===== src/rtl/irq_vec_pkg.sv =====
package irq_vec_pkg;
  localparam int NUM_DIRECT = 3;
  localparam int SRC_W = 2;
  localparam int ADDR_W = 16;
  localparam int EDGE_IDX = NUM_DIRECT - 1;
  localparam int CFG_EN_BIT = NUM_DIRECT;
  localparam int CFG_CLR_BIT = NUM_DIRECT + 1;
  localparam int CFG_W = NUM_DIRECT + 2;
  localparam logic [ADDR_W-1:0] DIRECT_BASE = 16'h002C;
  localparam logic [ADDR_W-1:0] DIRECT_STEP = 16'h0008;

  typedef enum logic {ST_IDLE, ST_ACK} ctrlState_t;

  typedef struct packed {
    logic             loadDirect;
    logic [SRC_W-1:0] srcSel;
    logic             loadExt;
    logic             clrEnable;
  } ctrlStrobes_t;

  // Direct source i branches to base + i*step: 0x2C, 0x34, 0x3C
  function automatic logic [ADDR_W-1:0] directVector(input logic [SRC_W-1:0] idx);
    return DIRECT_BASE + DIRECT_STEP * ADDR_W'(idx);
  endfunction
endpackage


===== src/rtl/irq_vec_ctrl.sv =====
module irq_vec_ctrl
  import irq_vec_pkg::*;
(
  input  logic                  clk,
  input  logic                  rstN,
  input  logic                  instrDone,
  input  logic [NUM_DIRECT-1:0] directElig,
  input  logic                  extElig,
  output ctrlStrobes_t          strb,
  output logic                  ackN
);
  ctrlState_t state, nextState;
  logic found;

  always_comb begin
    strb = '0;
    nextState = state;
    found = 1'b0;
    if (state == ST_IDLE) begin
      if (instrDone) begin
        // highest index ranks first
        for (int i = NUM_DIRECT - 1; i >= 0; i--) begin
          if (!found && directElig[i]) begin
            found = 1'b1;
            strb.srcSel = SRC_W'(i);
          end
        end
        if (found) begin
          strb.loadDirect = 1'b1;
          strb.clrEnable = 1'b1;
        end else if (extElig) begin
          strb.clrEnable = 1'b1;
          nextState = ST_ACK;
        end
      end
    end else begin
      strb.loadExt = 1'b1;
      nextState = ST_IDLE;
    end
  end

  always_ff @(posedge clk) begin
    if (!rstN) state <= ST_IDLE;
    else state <= nextState;
  end

  assign ackN = (state != ST_ACK);
endmodule


===== src/rtl/irq_vec_dp.sv =====
module irq_vec_dp
  import irq_vec_pkg::*;
#(
  parameter int EXT_VEC_W = 8,
  parameter int EXT_SHIFT = 3
) (
  input  logic                  clk,
  input  logic                  rstN,
  input  logic                  reqEdge,
  input  logic [EDGE_IDX-1:0]   reqLevel,
  input  logic                  reqExt,
  input  logic                  cfgWrEn,
  input  logic [CFG_W-1:0]      cfgWrData,
  input  logic [EXT_VEC_W-1:0]  extVector,
  input  ctrlStrobes_t          strb,
  output logic [NUM_DIRECT-1:0] directElig,
  output logic                  extElig,
  output logic                  takeIrq,
  output logic [ADDR_W-1:0]     targetAddr
);
  logic [NUM_DIRECT-1:0] maskBits;
  logic globalEn, edgeLatch, edgePrev, edgeRise, edgeClr;
  logic [NUM_DIRECT-1:0] rawDirect;

  assign edgeRise = reqEdge & ~edgePrev;
  assign edgeClr = (strb.loadDirect && strb.srcSel == SRC_W'(EDGE_IDX))
                 || (cfgWrEn && cfgWrData[CFG_CLR_BIT]);
  assign rawDirect = {edgeLatch, reqLevel};

  for (genvar g = 0; g < NUM_DIRECT; g++) begin : gElig
    assign directElig[g] = rawDirect[g] & ~maskBits[g] & globalEn;
  end
  assign extElig = reqExt & globalEn;

  always_ff @(posedge clk) begin
    if (!rstN) begin
      maskBits <= '1;
      globalEn <= 1'b0;
      edgeLatch <= 1'b0;
      edgePrev <= 1'b1;
    end else begin
      edgePrev <= reqEdge;
      if (cfgWrEn) maskBits <= cfgWrData[NUM_DIRECT-1:0];
      if (strb.clrEnable) globalEn <= 1'b0;
      else if (cfgWrEn) globalEn <= cfgWrData[CFG_EN_BIT];
      if (edgeRise) edgeLatch <= 1'b1;
      else if (edgeClr) edgeLatch <= 1'b0;
    end
  end

  always_ff @(posedge clk) begin
    if (!rstN) begin
      takeIrq <= 1'b0;
      targetAddr <= '0;
    end else begin
      takeIrq <= strb.loadDirect | strb.loadExt;
      if (strb.loadDirect) targetAddr <= directVector(strb.srcSel);
      else if (strb.loadExt) targetAddr <= ADDR_W'(extVector) << EXT_SHIFT;
    end
  end
endmodule


===== src/rtl/irq_vector_front.sv =====
module irq_vector_front
  import irq_vec_pkg::*;
#(
  parameter int EXT_VEC_W = 8,
  parameter int EXT_SHIFT = 3
) (
  input  logic                 clk,
  input  logic                 rstN,
  input  logic                 reqEdge,
  input  logic                 reqMid,
  input  logic                 reqLow,
  input  logic                 reqExt,
  input  logic                 instrDone,
  input  logic                 cfgWrEn,
  input  logic [CFG_W-1:0]     cfgWrData,
  input  logic [EXT_VEC_W-1:0] extVector,
  output logic                 takeIrq,
  output logic [ADDR_W-1:0]    targetAddr,
  output logic                 ackN
);
  ctrlStrobes_t strb;
  logic [NUM_DIRECT-1:0] directElig;
  logic extElig;

  irq_vec_ctrl u_ctrl (
    .clk(clk), .rstN(rstN), .instrDone(instrDone),
    .directElig(directElig), .extElig(extElig),
    .strb(strb), .ackN(ackN)
  );

  irq_vec_dp #(.EXT_VEC_W(EXT_VEC_W), .EXT_SHIFT(EXT_SHIFT)) u_dp (
    .clk(clk), .rstN(rstN), .reqEdge(reqEdge), .reqLevel({reqMid, reqLow}),
    .reqExt(reqExt), .cfgWrEn(cfgWrEn), .cfgWrData(cfgWrData),
    .extVector(extVector), .strb(strb), .directElig(directElig),
    .extElig(extElig), .takeIrq(takeIrq), .targetAddr(targetAddr)
  );
endmodule


===== config.mk =====
export PLATFORM = sky130hd
export DESIGN_NAME = irq_vector_front
export DESIGN_NICKNAME = d
export VERILOG_FILES = /design/src/rtl/irq_vec_pkg.sv /design/src/rtl/irq_vec_ctrl.sv /design/src/rtl/irq_vec_dp.sv /design/src/rtl/irq_vector_front.sv
export SDC_FILE = /design/constraint.sdc
export NUM_CORES = 1
export LEC_CHECK = 0
export CAP_MARGIN = 20
export CORE_MARGIN = 5
export CORE_UTILIZATION = 42
export DETAILED_ROUTE_END_ITERATION = 16
export GPL_ROUTABILITY_DRIVEN = 0
export PLACE_DENSITY = 0.92
export SYNTH_ARGS = -nofsm -noshare
export SYNTH_HDL_FRONTEND = slang
export SYNTH_SLANG_ARGS = --single-unit

===== constraint.sdc =====
create_clock -name clk -period 2.5 [get_ports clk]
set_clock_uncertainty 0.1 [all_clocks]
set_input_delay 0.5 -clock clk [delete_from_list [all_inputs] [get_ports clk]]
set_output_delay 0.5 -clock clk [all_outputs]
set_load 0.01 [all_outputs]

-- Word-level counts from Yosys, hierarchy flattened
Index checks and enable logic that the tools add are counted.
- flip-flop bits (word level): 24
- output and inout port bits: 18
- bits of input ports: 21
- logic and storage cells: 60
- bitwise logic cells: 16
- $add $sub $neg: 1
- reduce and logical (&&, ||, !) cells: 11
- multiplexer cells: 24
- equality and inequality tests: 1
- operators by type and width (kind ; count):
    2-to-1 mux 16 bit ; 2
    2-to-1 mux 1 bit ; 17
    bitwise AND 1 bit ; 8
    adder 6 x 5 -> 7 bit (first input constant) ; 1
    NOT 1 bit ; 7
    2-to-1 mux 2 bit ; 3
    2-to-1 mux 3 bit ; 2
    logical AND 1 bit ; 4
    nonzero test 2 bit ; 2
    OR reduction 4 bit ; 1
    == test 2 bit (second input constant) ; 1
    logical NOT 1 bit ; 2
    OR reduction 2 bit ; 1
    logical OR 1 bit ; 1
    bitwise OR 1 bit ; 1

-- Logic depth before layout (Yosys ltp)
- word-level depth: 24
- mapped depth: 7
- mapped depth without buffers: 7

-- Cells and area by module
A second synthesis with hierarchy kept.
- cell total of the unflattened synthesis: 86
- area, all modules: 842.1 sq um
- by module, submodules not included (module ; instances ; sequential area each (sq um) ; cells an instance ; area an instance (sq um)):
    irq_vec_dp ; 1 ; 320.3 ; 74 ; 754.5
    irq_vec_ctrl ; 1 ; 20.0 ; 12 ; 87.6

-- Worst setup path before layout
OpenSTA, ideal clock, no wires.
- path type: in2reg
- from: in instrDone
- to: reg u_dp.targetAddr[4]
- required time: 2276 ps
- path slack: 954 ps
- cell stages on the path: 5
- setup time: 124 ps
- arrival: 1321 ps
- buffers on the path: 0
- cells stage by stage: nand2_1 > nor3_1 > ha_1 > mux2i_1 > a21oi_1
- word-level cells in the longest chain between the ends: 4
- elaborated cells between the ends (all ways): 5
- classes of those cells: add/sub (1); mux (3); reduce/logical (1)
- ends and longest elaborated chain (what ; RTL line ; RTL):
    from (decl) ; irq_vector_front.sv:13 ; input logic instrDone,
    2-to-1 mux 3 bit * ; irq_vec_ctrl.sv:20 ; if (instrDone) begin
    2-to-1 mux 3 bit * ; irq_vec_ctrl.sv:19 ; if (state == ST_IDLE) begin
    adder 6 x 5 -> 7 bit ; irq_vec_pkg.sv:23 ; return DIRECT_BASE + DIRECT_STEP * ADDR_W'(idx);
    2-to-1 mux 16 bit ; irq_vec_dp.sv:57 ; if (strb.loadDirect) targetAddr <= directVector(strb.srcSel);
    to (signal assigned) ; irq_vec_dp.sv:57 ;
    to (signal assigned) ; irq_vec_dp.sv:58 ; else if (strb.loadExt) targetAddr <= ADDR_W'(extVector) << EXT_SHIFT;
    to (decl) ; irq_vec_dp.sv:19 ; output logic [ADDR_W-1:0] targetAddr
Mark *: on every way between the ends. The rest lies on a longest branch, timed or not.
A chain may end at the register's enable or synchronous reset.

-- Final worst setup path
- from: reg u_ctrl.state
- to: out ackN
- word-level cells in the longest chain between the ends: 1
- ends and longest elaborated chain (what ; RTL line ; RTL):
    from (decl) ; irq_vec_ctrl.sv:12 ; ctrlState_t state, nextState;
    from (signal assigned) ; irq_vec_ctrl.sv:44 ; else state <= nextState;
    NOT 1 bit ; irq_vec_ctrl.sv:47 ; assign ackN = (state != ST_ACK);
    to (decl) ; irq_vector_front.sv:19 ; output logic ackN
No other way between the ends.

==> metrics <==
root buf cell clkbuf_4; core area 1920 µm²; asr flop ratio synth 0; CP startpoint kind flip-flop; GR met2 Demand/Resource 0.255; 1st-iter DRT viols 13; Nets around 150; via count 718; vias per cell 4.75; CP delay by family, top buffers and inverters; fin crit share 0.847; Final Util 0.600; Placement Cell Area around 1100 µm²; WP buf/inv 2; Seq/Total Area, Yosys 0.413; Post-CTS Repair Setup Buffers 0; fmax 0.472 GHz; worst path cell trace clkinv_1 -> clkdlybuf4s50_1; DIE WIDTH between 50 and 60 µm; P_int 384 µW; hold_buf cts 0; die area 2950 µm²; Post-DRT Antenna Nets 0; Final Max Slew Viols 0; Port Buf Inserts 31; first-pass GRT wire length 3.20 mm; DR pass1 iterations 4; Hold Slack 372 ps; grt met3 use 0.0327; initial core utilization 0.428; Top FF cell, synth dfxtp_1; Cell variety after synth 27; initial antenna violation count 0; fin cells 151; largest net degree at the start of global routing 13; Wirelength per Cell 12.7 µm; #FFs+latches synth 17; final WL 1.91 mm; Post-synth EDFFs 0; clock power share 0.295; grt total ovfl 0; Ports 39; fillers approximately 160; Critical Path AT 1520 ps; ant diodes 0; status completed; switching pwr 128 µW; CTS tree built; CTS Buffer Depth 2; layout cells sized above 1 0.0968; busiest grt layer met2; Synth-to-Final Area Change 40.1%; vias in the first global route 717; Mapped Cells between 90 and 100; CP max FO 9; Synth Area per Inst 8.85 µm²; final hold violations 0; clk slew on worst S/H paths approximately 100 ps; switching share of power 0.250; GRT Overall Usage 0.150; Critical-path top delay cell clkdlybuf4s50_1; Post-Place Cells about 150; total CTS buffers 3; row cnt 16; worst stage delay on the critical path ~560 ps; Die Height between 50 and 60 µm; kind of critical path reg2out; pwr/cell area 444 nW/µm²; crit end category output pin; synth warn 0; H-tree depth 1; DRC viols 0; leakage power between 0.0004 and 0.0005 µW; Max-Cap Viols 0; GRT met1 Usage 0.173; final-report setup violation count 0; Max VDD drop roughly 0.00033 V; Post-Route Setup TNS 0 ps; mapped cell area 823 µm²; Gates resized, CTS repair 0; fin crit period 2120 ps; Num Clock Sinks 17; latest clock arrival within the worst-skew pair 290 ps; Seq pwr share 0.553; commonest non-fill, non-tap cell in the layout clkdlybuf4s50_1; WP data required 1900 ps; Worst Hold Class reg2reg; unrepaired setup endpoints after global routing false; post-layout instance area 1150 µm²; combinational share of power 0.151; commonest cells after routing, fill and taps aside clkdlybuf4s50_1 (31), dfxtp_1 (17), nand3_1 (13)
[routing by layer]
metal | wire length, µm | share of wire
met3 | 148 | 0.077
met5 | 0 | 0
met1 | 739 | 0.39
met2 | 982 | 0.51
met4 | 40 | 0.021
[worst paths after layout]
| path | from | endpoint | slack (ps) | cells after the start |
|---|---|---|---|---|
| setup / recovery | u_ctrl.state$_SDFF_PP0_ | ackN | 380 | 2 |
| hold / removal | u_dp.targetAddr[6]$_SDFFE_PN0P_ | u_dp.targetAddr[6]$_SDFFE_PN0P_ | 370 | 2 |
| setup reg to reg | u_ctrl.state$_SDFF_PP0_ | u_dp.targetAddr[4]$_SDFFE_PN0P_ | 940 | 5 |
| hold reg to reg | u_dp.targetAddr[6]$_SDFFE_PN0P_ | u_dp.targetAddr[6]$_SDFFE_PN0P_ | 370 | 2 |
[power groups by stage]
stage / registers [µW] / logic (µW) / clock network, µW
6_report: 284 / 77.6 / 151
3_5_place_dp: 290 / 77.5 / 0
2_1_floorplan: 290 / 41.5 / 0
4_1_cts: 283 / 77.5 / 156
5_1_grt: 285 / 84.5 / 174
3_3_place_gp: 289 / 75.5 / 0
[worst min-delay path, cell delays in order (launching register included)]
cell      delay, ps
dfxtp_1         320
nand2b_1         60
a21oi_1          50
[flip-flops by register name, summed over array words and instances (netlist names)]
name / cells
u_dp.targetAddr: 9
u_dp.edgeLatch: 1
u_dp.maskBits: 3
u_ctrl.state: 1
u_dp.globalEn: 1
u_dp.edgePrev: 1
u_dp.takeIrq: 1
[layout make-up]
cell class                 count  area [µm²]  area share
multi-input combinational     67         415       0.360
sequential                    17         340       0.295
timing repair buffer          33         325       0.282
tap                           27        33.8      0.0293
clock buffer                   3        22.5      0.0195
inverter                       3        11.3     0.00976
clock inverter                 1        5.00     0.00434
[cell families after synthesis]
group | count (synthesis) | synth area share
AOI/OAI and AO/OA | 17 | 0.144
adders and majority gates | 2 | 0.0304
buffers and inverters | 15 | 0.109
DFF | 17 | 0.413
muxes | 5 | 0.0623
other | 1 | 0.00455
and+or+nand+nor | 36 | 0.236
[synthesized netlist by cell type (all sizes together) (2+ instances only)]
cell	count	area [µm²]
a21oi	4	20.0
buf	9	67.6
clkbuf	3	11.3
dfxtp	17	340
ha	2	25.0
inv	2	7.51
mux2i	4	40.0
nand2	7	26.3
nand2b	5	53.8
nand3	13	65.1
nor2	7	26.3
nor3	2	10.0
o21ai	8	40.0
[per-stage QoR]
step / total power, µW / setup slack (ps)
5_1_grt: 543 / 276
4_1_cts: 517 / 396
2_1_floorplan: 331 / 954
3_5_place_dp: 367 / 292
3_3_place_gp: 365 / 396
6_report: 512 / 383
No activity file was read; power rests on OpenSTA's default activity.
